## config.mk

```make
export PLATFORM = sky130hd
export DESIGN_NAME = serial_cfg_port
export DESIGN_NICKNAME = d
export VERILOG_FILES = /design/src/rtl/scp_pkg.sv /design/src/rtl/scp_pin_sync.sv /design/src/rtl/scp_frame_shifter.sv /design/src/rtl/scp_reg_bank.sv /design/src/rtl/serial_cfg_port.sv
export SDC_FILE = /design/constraint.sdc
export NUM_CORES = 1
export LEC_CHECK = 0
export ABC_AREA = 1
export BUFFER_PORTS_ARGS = -buffer_cell sky130_fd_sc_hd__buf_2
export CAP_MARGIN = 20
export CORE_MARGIN = 5
export CORE_UTILIZATION = 55
export CTS_CLUSTER_DIAMETER = 200
export DETAILED_ROUTE_END_ITERATION = 12
export GPL_TIMING_DRIVEN = 1
export MAX_ROUTING_LAYER = met4
export PLACE_DENSITY = 0.79
export SYNTH_ARGS = -nofsm -noshare
export SYNTH_HDL_FRONTEND = slang
export SYNTH_SLANG_ARGS = --single-unit
```

## constraint.sdc

```tcl
create_clock -name clk -period 2.6 [get_ports clk]
set_clock_uncertainty 0.05 [all_clocks]
set_input_delay 0.52 -clock clk [delete_from_list [all_inputs] [get_ports clk]]
set_output_delay 0.52 -clock clk [all_outputs]
set_load 0.01 [all_outputs]
```

## src/rtl/scp_pkg.sv

```systemverilog
package scp_pkg;
  localparam int PIN_DATA = 0;
  localparam int PIN_SCLK = 1;
  localparam int PIN_EN   = 2;
  localparam int NUM_PINS = 3;
endpackage

```

## src/rtl/scp_pin_sync.sv

```systemverilog
module scp_pin_sync #(
  parameter int N = 3
) (
  input  logic         clk,
  input  logic         rst,
  input  logic [N-1:0] pin_i,
  output logic [N-1:0] lvl_o
);
  for (genvar g = 0; g < N; g++) begin : g_bit
    logic meta_q, stab_q;
    always_ff @(posedge clk) begin
      if (rst) begin
        meta_q <= 1'b0;
        stab_q <= 1'b0;
      end else begin
        meta_q <= pin_i[g];
        stab_q <= meta_q;
      end
    end
    assign lvl_o[g] = stab_q;
  end
endmodule

```

## src/rtl/scp_frame_shifter.sv

```systemverilog
module scp_frame_shifter #(
  parameter int DATA_W = 16,
  parameter int ADDR_W = 3,
  parameter int HOLD_W = 8,
  localparam int FRAME_W = DATA_W + ADDR_W,
  localparam int CNT_W   = $clog2(FRAME_W + 2)
) (
  input  logic              clk,
  input  logic              rst,
  input  logic              din_i,
  input  logic              sclk_i,
  input  logic              en_i,
  input  logic [HOLD_W-1:0] hold_cycles_i,
  output logic              en_rise_o,
  output logic              sclk_fall_o,
  output logic              commit_o,
  output logic [DATA_W-1:0] data_o,
  output logic [ADDR_W-1:0] addr_o,
  output logic              hold_busy_o,
  output logic [CNT_W-1:0]  bit_cnt_o,
  output logic              err_o
);
  localparam logic [CNT_W-1:0] CNT_MAX  = '1;
  localparam logic [CNT_W-1:0] CNT_FULL = CNT_W'(FRAME_W);

  logic               sclk_prev_q, en_prev_q;
  logic [FRAME_W-1:0] shift_q;
  logic [CNT_W-1:0]   cnt_q;
  logic [HOLD_W-1:0]  hold_q;
  logic               err_q;

  assign en_rise_o   = en_i & ~en_prev_q;
  assign sclk_fall_o = sclk_prev_q & ~sclk_i;
  assign hold_busy_o = (hold_q != '0);
  assign commit_o    = en_rise_o && (cnt_q == CNT_FULL);
  assign data_o      = shift_q[FRAME_W-1:ADDR_W];
  assign addr_o      = shift_q[ADDR_W-1:0];
  assign bit_cnt_o   = cnt_q;
  assign err_o       = err_q;

  always_ff @(posedge clk) begin
    if (rst) begin
      sclk_prev_q <= 1'b0;
      en_prev_q   <= 1'b0;
      shift_q     <= '0;
      cnt_q       <= '0;
      hold_q      <= '0;
      err_q       <= 1'b0;
    end else begin
      sclk_prev_q <= sclk_i;
      en_prev_q   <= en_i;
      if (hold_busy_o) hold_q <= hold_q - 1'b1;
      if (en_rise_o) begin
        cnt_q  <= '0;
        hold_q <= hold_cycles_i;
      end else if (sclk_fall_o) begin
        if (hold_busy_o) begin
          err_q <= 1'b1;
        end else begin
          shift_q <= {shift_q[FRAME_W-2:0], din_i};
          if (cnt_q != CNT_MAX) cnt_q <= cnt_q + 1'b1;
        end
      end
    end
  end
endmodule

```

## src/rtl/scp_reg_bank.sv

```systemverilog
module scp_reg_bank #(
  parameter int DATA_W     = 16,
  parameter int ADDR_W     = 3,
  parameter int NUM_REGS   = 7,
  parameter int NUM_STAGED = 4
) (
  input  logic                       clk,
  input  logic                       rst,
  input  logic                       wr_i,
  input  logic [ADDR_W-1:0]          addr_i,
  input  logic [DATA_W-1:0]          data_i,
  input  logic                       promote_i,
  output logic [NUM_REGS*DATA_W-1:0] cfg_o
);
  for (genvar g = 0; g < NUM_REGS; g++) begin : g_word
    logic              hit;
    logic [DATA_W-1:0] act_q;
    assign hit = wr_i && (addr_i == ADDR_W'(g));
    assign cfg_o[g*DATA_W +: DATA_W] = act_q;

    if (g < NUM_STAGED) begin : g_staged
      logic [DATA_W-1:0] stage_q;
      always_ff @(posedge clk) begin
        if (rst) begin
          stage_q <= '0;
          act_q   <= '0;
        end else begin
          if (promote_i) act_q <= stage_q;
          if (hit) stage_q <= data_i;
        end
      end
    end else begin : g_direct
      always_ff @(posedge clk) begin
        if (rst) act_q <= '0;
        else if (hit) act_q <= data_i;
      end
    end
  end
endmodule

```

## src/rtl/serial_cfg_port.sv

```systemverilog
module serial_cfg_port #(
  parameter int DATA_W     = 16,
  parameter int ADDR_W     = 3,
  parameter int NUM_REGS   = 7,
  parameter int NUM_STAGED = 4,
  parameter int HOLD_W     = 8
) (
  input  logic                       clk,
  input  logic                       rst,
  input  logic                       sdata_i,
  input  logic                       sclk_i,
  input  logic                       sen_i,
  input  logic [HOLD_W-1:0]          hold_cycles_i,
  output logic [NUM_REGS*DATA_W-1:0] cfg_o,
  output logic                       hold_err_o
);
  import scp_pkg::*;
  localparam int FRAME_W = DATA_W + ADDR_W;
  localparam int CNT_W   = $clog2(FRAME_W + 2);

  logic [NUM_PINS-1:0] pins, lvl;
  logic                en_rise, sclk_fall, commit, hold_busy;
  logic [DATA_W-1:0]   frm_data;
  logic [ADDR_W-1:0]   frm_addr;
  logic [CNT_W-1:0]    bit_cnt;

  assign pins[PIN_DATA] = sdata_i;
  assign pins[PIN_SCLK] = sclk_i;
  assign pins[PIN_EN]   = sen_i;

  scp_pin_sync #(.N(NUM_PINS)) u_sync (
    .clk(clk), .rst(rst), .pin_i(pins), .lvl_o(lvl)
  );

  scp_frame_shifter #(.DATA_W(DATA_W), .ADDR_W(ADDR_W), .HOLD_W(HOLD_W)) u_shift (
    .clk(clk), .rst(rst),
    .din_i(lvl[PIN_DATA]), .sclk_i(lvl[PIN_SCLK]), .en_i(lvl[PIN_EN]),
    .hold_cycles_i(hold_cycles_i),
    .en_rise_o(en_rise), .sclk_fall_o(sclk_fall), .commit_o(commit),
    .data_o(frm_data), .addr_o(frm_addr), .hold_busy_o(hold_busy),
    .bit_cnt_o(bit_cnt), .err_o(hold_err_o)
  );

  scp_reg_bank #(.DATA_W(DATA_W), .ADDR_W(ADDR_W), .NUM_REGS(NUM_REGS),
                 .NUM_STAGED(NUM_STAGED)) u_bank (
    .clk(clk), .rst(rst), .wr_i(commit), .addr_i(frm_addr), .data_i(frm_data),
    .promote_i(en_rise), .cfg_o(cfg_o)
  );
endmodule

```

Yosys cells after proc, flatten, opt, wreduce, memory -nomap -nowiden

Cells that the tools add are included.

Eq/ne operators: 8
Reductions and logical operators: 15
Muxes and demuxes: 2
Add/subtract/negate cells: 2
Bitwise logic cells: 6

Operators by type and width:

| cell                                                                | number |
|---|---|
| 8-bit two-way mux                                                   | 2 |
| 3-bit == test (second input constant)                               | 3 |
| 3-bit AND reduction                                                 | 3 |
| 1-bit logical AND                                                   | 8 |
| 8-bit nonzero test                                                  | 1 |
| 8-bit by 1-bit subtractor with 8-bit output (second input constant) | 1 |
| 3-bit by 2-bit == test with 1-bit output (second input constant)    | 2 |
| 5-bit by 1-bit adder with 5-bit output (second input constant)      | 1 |
| 5-bit == test (second input constant)                               | 1 |
| 5-bit inequality test (second input constant)                       | 1 |
| 1-bit inverter                                                      | 4 |
| 3-bit by 1-bit == test with 1-bit output (second input constant)    | 1 |
| 3-bit zero test                                                     | 1 |
| 1-bit bitwise AND                                                   | 2 |
| 2-bit nonzero test                                                  | 1 |
| 2-bit OR reduction                                                  | 1 |

Logic and storage cells: 56
Bits of input ports: 13
Register bits after elaboration: 217
Output and inout bits: 113

Longest topological paths before layout

Gate-level depths: netlist (run 1).

Depth in word-level cells: 4
Depth in mapped cells: 9
Gate-level depth less buffers: 8

Cells and area by module

From an unflattened synthesis (run 1), not the netlist that was laid out.

Cells, all modules: 1163
Area total of the unflattened synthesis: 8590.7 um2

By module, submodules not included:

| module            | instances | sequential area each (um2) | area an instance (um2) | cells an instance |
|---|---|---|---|---|
| scp_reg_bank      | 1         | 3523.4                     | 6750.2                 | 917 |
| scp_frame_shifter | 1         | 700.7                      | 1652.8                 | 225 |
| scp_pin_sync      | 1         | 120.1                      | 187.7                  | 21 |

Worst setup path after synthesis (run 1)

Ideal clock, no wire load.

Path kind: register to register
From: reg u_shift.cnt_q[0], in the netlist u_shift.bit_cnt_o[0]
To: reg u_shift.cnt_q[2], in the netlist u_shift.bit_cnt_o[2]
Data arrival time: 1.546 ns
Library setup time: 0.120 ns
Period minus slack after synthesis: 1.715 ns
Stages on the path, launching flop included: 9
Required time: 2.430 ns
Path slack: 0.885 ns
Cell sequence: dfxtp_1 -> ha_1 -> nand2_1 -> nor2_1 -> ha_1 -> nor3_1 -> nand2_1 -> o21ai_0 -> a21oi_1

Cells in the longest elaborated chain, start to end: 2
Elaborated cells between the ends (all ways): 3

Ends and longest elaborated chain:

| item                                                                           | line                    | source |
|---|---|---|
| start, declared                                                                | scp_frame_shifter.sv:28 | `logic [CNT_W-1:0] cnt_q;` |
| start signal, assigned                                                         | scp_frame_shifter.sv:61 | `if (cnt_q != CNT_MAX) cnt_q <= cnt_q + 1'b1;` |
| branches (longest 2 deep; another with 5-bit by 1-bit adder with 5-bit output) | --                      |  |

Parallel ways; which one is timed is not known.
A chain may end at the register's enable or synchronous reset.

Worst setup path in the final report (run 1)

From: reg u_shift.cnt_q[0], in the netlist u_shift.bit_cnt_o[0]
To: reg u_bank.g_word[3].g_staged.stage_q[6]

Cells in the longest elaborated chain, start to end: 3

Ends and longest elaborated chain:

| item                 | line                    | source |
|---|---|---|
| 5-bit == test        | scp_frame_shifter.sv:35 | `assign commit_o = en_rise_o && (cnt_q == CNT_FULL);` |
| 1-bit logical AND    | scp_frame_shifter.sv:35 |  |
| 1-bit logical AND    | scp_reg_bank.sv:18      | `assign hit = wr_i && (addr_i == ADDR_W'(g));` |
| end signal, assigned | scp_reg_bank.sv:29      | `if (hit) stage_q <= data_i;` |
| end, declared        | scp_reg_bank.sv:22      | `logic [DATA_W-1:0] stage_q;` |

No other way between the ends.

==> flow_metrics.tcl, run 1 <==
set metrics [dict create \
    max-vdd-ir-drop_v 0.000515 \
    finalCritPeriodShare_pct 82.3 \
    hpwl_mm 13.2 \
    numPortBuffers 125 \
    final_area_um2 9720 \
    path_clk_slew_ns 0.06 \
    criticalPathCategory "reg -> reg" \
    drt_iter0_drc 753 \
    antenna_cells 0 \
    p_sw_w 0.00185 \
    crit_required_ns 2.89 \
    wl_per_cell_um 14.7 \
    die_area_um2 17400 \
    syn_area_per_cell_um2 7.52 \
    cp_max_fo 16 \
    rsz0062_at_grt "false" \
    setup_tns_ns 0 \
    synth_area_leader_cell "dfxtp_1" \
    ys_types 24 \
    intPower_w 0.00581 \
    grt_pass1_wl_mm 33.3 \
    cts_buffers 23 \
    ff2ff_setup_slack_ns 0.46 \
    maxSlewHeadroom_pct 43.8 \
    wirelength_mm 20.3 \
    placed_cells 1346 \
    pwr-share-clk_pct 43.7 \
    layout_common_cells "nor2_1, nand2_1, dfxtp_1, buf_2, a21oi_1" \
    clockBufferDepth 3 \
    holdCritPathClass "in -> reg" \
    cts.hold.buffers_added 0 \
    antenna_found_initial 0 \
    cts_tree "done" \
    synth.area.top_cells "dfxtp_1, nor2_1, nand2_1" \
    grt_pass1_vias 6605 \
    switching_share_pct 24.2 \
    nets 1204 \
    ff2ff_path_depth 6 \
    final_cell_count_no_fill 1385 \
    area_growth_pct 18.7 \
    drc_errors 0 \
    vias_per_cell 5.34 \
    clockRootBuffer "clkbuf_16" \
    core_um2 14600 \
    htreeDepth 1 \
    antenna_left 0 \
    die_w_um 132 \
    die_h_um 132 \
    max_clock_freq_ghz 0.467 \
    drv_slew 0 \
    finalWeightedCongestion 0.871 \
    start_kind "flip-flop" \
    hold_depth 3 \
    final_common_cell "nor2_1" \
    firstDrtPassIters 5 \
    p_leak_nw 4.00 \
    setup_viol 0 \
    dr_wl_met2_mm 9.17 \
    hold_violations 0 \
    grt_overflow_total 0 \
    wl_met3_mm 1.58 \
    r2r_start "u_shift.bit_cnt_o[0]$_SDFFE_PP0P_" \
    cts_sinks 217 \
    cts_post_setup_buffers_inserted 0 \
    grt_max_degree 85 \
    syn_inst 1089 \
    top_layer_used "met4" \
    endpoint_kind "flip-flop" \
    start_util_pct 56.1 \
    status "complete, no violations" \
    ioPinCount 126 \
    wl_met1_mm 9.07 \
    netlist_area_um2 8190 \
    grt_use_total_pct 23.2 \
    num_rows 44 \
    worstHoldStart "sen_i" \
    cts_resized 0 \
    yosys_warnings 0 \
    vias 7396 \
    fin_util_pct 66.6 \
    synth_nets 1106 \
    synth.top_cell.area_share_pct 53.0 \
    drive_above_1_share_pct 16.7 \
    p_comb_share_pct 10.5 \
    maxCapViolations 0 \
    min_period_ns 2.14 \
    p_per_area_nw_per_um2 787 \
    cp.arrival_ns 2.43 \
    ys_seq_area_share_pct 53.0 \
    clock_latency_ns 0.50 \
    worst_r2r_endpoint "u_bank.g_word[3].g_staged.stage_q[6]$_SDFFE_PP0P_" \
    min_to "u_sync.g_bit[2].meta_q$_SDFF_PP0_" \
    p_seq_share_pct 45.9 \
    ys_ff_latch 217 \
    place_area_um2 8940 \
    tightest_slew_ns 0.843 \
]
worst max path at each step:
| stage | slack, ns | endpoint | startpoint | cells past startpoint |
|---|---|---|---|---|
| after floorplan | 0.88 | u_shift.bit_cnt_o[2]$_SDFFE_PP0P_ | u_shift.bit_cnt_o[0]$_SDFFE_PP0P_ | 8 |
| after global placement | 0.63 | u_bank.g_word[3].g_staged.stage_q[0]$_SDFFE_PP0P_ | u_shift.bit_cnt_o[0]$_SDFFE_PP0P_ | 6 |
| after detailed placement | 0.56 | u_bank.g_word[3].g_staged.stage_q[12]$_SDFFE_PP0P_ | u_shift.bit_cnt_o[0]$_SDFFE_PP0P_ | 6 |
| after CTS | 0.51 | u_bank.g_word[3].g_staged.stage_q[6]$_SDFFE_PP0P_ | u_shift.bit_cnt_o[0]$_SDFFE_PP0P_ | 6 |
| after global routing | 0.27 | u_bank.g_word[3].g_staged.stage_q[6]$_SDFFE_PP0P_ | u_shift.bit_cnt_o[0]$_SDFFE_PP0P_ | 6 |
| final | 0.46 | u_bank.g_word[3].g_staged.stage_q[6]$_SDFFE_PP0P_ | u_shift.bit_cnt_o[0]$_SDFFE_PP0P_ | 6 |
critical path, stage by stage, from the launching register on:
cell	delay, ns
dfxtp_1	0.37
ha_1	0.20
nand2_1	0.09
nor2_4	0.35
nand3_1	0.60
nand2_1	0.23
a21oi_1	0.09
cells in the mapped netlist (all sizes together):
library cell and n:
nand3 33, inv 42, nand2 229, nand4 49, buf 39, clkbuf 33, xnor2 2, xor2 3
o21ai 70, dfxtp 217, a21oi 79, ha 4, nor3 7, nor2 282
state kept, by name (all words and copies together), names as in the netlist:
name,cells
u_bank.g_word.act_q,112
u_bank.g_word.g_staged.stage_q,64
u_shift.shift_q,19
u_shift.hold_q,8
u_shift.bit_cnt_o,5
u_sync.g_bit.meta_q,3
u_sync.g_bit.stab_q,3
u_shift.en_prev_q,1
u_shift.err_o,1
u_shift.sclk_prev_q,1
layout make-up:
type | count | area, µm²
clock inverter | 6 | 109
tap | 184 | 230
inverter | 42 | 158
sequential | 217 | 4340
clock buffer | 33 | 673
multi-input combinational | 758 | 3380
timing repair buffer | 145 | 826
fill | 1203 | 4870
cells by family (layout without fill, tap and decap cells):
group | Yosys count | count (layout) | share of synthesized area [%]
buffers and inverters | 114 | 226 | 5.70
and+or+nand+nor | 600 | 600 | 31.0
AOI/OAI and AO/OA | 149 | 149 | 9.11
DFF | 217 | 217 | 53.0
xor gates and xnor gates | 5 | 5 | 0.535
adders and majority gates | 4 | 4 | 0.611
routing by layer:
metal	up-vias	GRT usage, %
met4	0	6.63
met2	280	34.7
met3	46	3.74
li1	3691	-
met1	3379	32.6
met5	-	-
power by group through the flow:
stage | clock [W] | sequential [W] | combinational [W]
floorplan | 0 | 0.00359 | 0.000571
global placement | 0 | 0.00358 | 0.000780
detailed placement | 0 | 0.00358 | 0.000799
CTS | 0.00339 | 0.00351 | 0.000802
global route | 0.00353 | 0.00352 | 0.000905
finish | 0.00334 | 0.00351 | 0.000803
through the flow:
step	hold WS [ns]	power [W]	worst slack, ns
after floorplan	0.338	0.00416	0.885
final	0.174	0.00765	0.459
after detailed placement	0.344	0.00438	0.564
after global routing	0.170	0.00796	0.275
after CTS	0.169	0.00770	0.512
after global placement	0.339	0.00436	0.634
No activity file was read; power rests on OpenSTA's default activity.
==> run 2: changes to the inputs <==
ABC_AREA = 0   (was 1)
clock period = 2.1 ns   (was 2.6 ns; I/O delays follow)
==> flow_metrics.tcl, run 2 <==
set metrics [dict create \
    maxCapViolations 0 \
    tightest_slew_ns 0.642 \
    p_seq_share_pct 47.7 \
    p_comb_share_pct 6.7 \
    drc_errors 0 \
    min_period_ns 1.90 \
    path_cells "ha_1, and3_1, ha_1, nand4b_2, or3_1, a21oi_1" \
    clock_latency_ns 0.49 \
    slowest_delay_ns 0.40 \
    slowest_stage "or3_1" \
    placed_cells 1117 \
    grt_pass1_vias 5651 \
    yosys_most_used_dff "dfxtp_1" \
    p_leak_nw 4.25 \
    vias_per_cell 5.28 \
    drive_above_1_share_pct 20.0 \
    grt_overflow_total 0 \
    power_w 0.00892 \
    cts_tree "done" \
    p_sw_w 0.00195 \
    crit_path_frequent_cell "ha_1" \
    synth_edf_count 0 \
    wl_per_cell_um 16.2 \
    grt_pass1_wl_mm 30.1 \
    switching_share_pct 21.9 \
    synth.top_cell.area_share_pct 54.9 \
    p_per_area_nw_per_um2 945 \
    fin_ws_ns 0.198 \
    pwr-share-clk_pct 45.6 \
    cts.hold.buffers_added 0 \
    nets 978 \
    synthArstFlopShare_pct 0 \
    rsz0062_at_grt "false" \
    setup_viol 0 \
    drv_slew 0 \
    finalWeightedCongestion 0.847 \
    clockRootBuffer "clkbuf_16" \
    netlist_area_um2 7910 \
    final_common_cell "dfxtp_1" \
    ys_seq_area_share_pct 54.9 \
    largest_register_ff_count 112 \
    cts_post_setup_buffers_inserted 0 \
    maxSlewHeadroom_pct 57.1 \
    area_growth_pct 19.3 \
    cp_max_fo 5 \
    ys_types 41 \
    grt_use_total_pct 22.8 \
    numPortBuffers 125 \
    synth.area.top_cells "dfxtp_1, mux2i_1, nand2_1" \
    syn_inst 864 \
    layout_common_cells "dfxtp_1, nand2_1, buf_2, nor2_1, mux2i_1" \
    yosysMostFrequentCell "dfxtp_1" \
    die_h_um 130 \
    ioPinCount 126 \
    crit_required_ns 2.48 \
    cp.arrival_ns 2.28 \
    syn_area_per_cell_um2 9.15 \
    ys_ff_latch 217 \
    antenna_cells 0 \
    start_kind "flip-flop" \
    firstDrtPassIters 5 \
    yosys-top-cells-count "dfxtp_1, nand2_1, nor2_1, mux2i_1, a21oi_1" \
    setup_tns_ns 0 \
    num_rows 43 \
    status "complete, no violations" \
    path_clk_slew_ns 0.06 \
    max-vdd-ir-drop_v 0.000664 \
    holdCritPathClass "in -> reg" \
    antenna_left 0 \
    drt_iter0_drc 521 \
    reg_top3 "u_bank.g_word.act_q: 112 flops, u_bank.g_word.g_staged.stage_q: 64 flops, u_shift.shift_q: 19 flops" \
    core_um2 14000 \
    max_clock_freq_ghz 0.526 \
    antenna_found_initial 0 \
    regMostFlops "u_bank.g_word.act_q" \
    intPower_w 0.00696 \
    htreeDepth 1 \
    pre_cts_ws_ns 0.212 \
    die_w_um 130 \
    finalCritPeriodShare_pct 90.6 \
    criticalPathCategory "reg -> reg" \
    crit_buf_inv 0 \
    cts_resized 0 \
    cts_sinks 217 \
    hold_violations 0 \
    die_area_um2 16900 \
    synth_area_leader_cell "dfxtp_1" \
    final_cell_count_no_fill 1157 \
    vias 6110 \
    fin_util_pct 67.5 \
    grt_max_degree 78 \
    hpwl_mm 11.7 \
    yosys_warnings 0 \
    wirelength_mm 18.8 \
    synth_nets 881 \
    cts_buffers 22 \
    crit_family "simple AND/OR/NAND/NOR gates" \
    endpoint_kind "flip-flop" \
    start_util_pct 56.5 \
    clockBufferDepth 3 \
]
==> run 2: changes by cell type after synthesis, sizes merged, moves of 11 or more <==
cell    delta
a21oi     +22
buf       -15
clkbuf    +15
inv       -37
mux2i    +102
nand2     -34
nand3     -29
nand4     -45
nor2     -173
nor2b     +11
o21ai     -66
==> run 2: power groups by stage <==
| stage | logic [W] | clock network [W] | registers (W) |
|---|---|---|---|
| finish | 0.000596 | 0.00407 | 0.00425 |
| global route | 0.000663 | 0.00432 | 0.00426 |
| CTS | 0.000597 | 0.00412 | 0.00425 |
| detailed placement | 0.000588 | 0 | 0.00434 |
| global placement | 0.000580 | 0 | 0.00434 |
| floorplan | 0.000461 | 0 | 0.00433 |
==> run 2: worst paths after layout <==
check	slack [ns]	cells after the start	endpoint	startpoint
setup reg to reg	0.20	6	u_shift.bit_cnt_o[3]$_SDFFE_PP0P_	u_shift.bit_cnt_o[0]$_SDFFE_PP0P_
hold reg to reg	0.39	1	u_sync.g_bit[0].stab_q$_SDFF_PP0_	u_sync.g_bit[0].meta_q$_SDFF_PP0_
setup / recovery	0.20	6	u_shift.bit_cnt_o[3]$_SDFFE_PP0P_	u_shift.bit_cnt_o[0]$_SDFFE_PP0P_
hold / removal	0.09	2	u_sync.g_bit[2].meta_q$_SDFF_PP0_	sen_i
==> run 2: final cells by class <==
| class | instances | area [µm²] |
|---|---|---|
| Fill cell | 1122 | 4550 |
| Sequential cell | 217 | 4340 |
| Multi-Input combinational cell | 570 | 3240 |
| Timing Repair Buffer | 145 | 832 |
| Clock buffer | 34 | 697 |
| Tap cell | 180 | 225 |
| Clock inverter | 6 | 80.1 |
| Inverter | 5 | 18.8 |
==> run 2: worst register-to-register path: stages (launching register included) <==
cell	delay [ns]
dfxtp_1	0.33
ha_1	0.25
and3_1	0.20
ha_1	0.18
nand4b_2	0.28
or3_1	0.40
a21oi_1	0.14
==> run 2: per-stage QoR <==
step | cell area [µm²] | hold WS [ns]
after floorplan | 7910 | 0.364
after CTS | 9440 | 0.0743
after detailed placement | 8660 | 0.370
after global routing | 9440 | 0.0857
final | 9440 | 0.0884
after global placement | 8660 | 0.369
==> run 2: kinds of logic after synthesis <==
family / count (synthesis) / synth area share [%]
AO/OA/AOI/OAI: 110 / 7.18
adder cells (fa/ha/maj): 4 / 0.633
XOR/XNOR: 8 / 0.886
AND/OR/NAND/NOR: 345 / 19.0
buffers and inverters: 77 / 4.32
flip-flops: 217 / 54.9
multiplexers: 103 / 13.1
==> run 2: routing by layer <==
metal  share of wire (%)  global-route usage (%)
met1                  47                    32.4
met2                  45                    34.7
met3                 6.8                    3.44
met4                 1.3                    4.83
met5                   0                       -
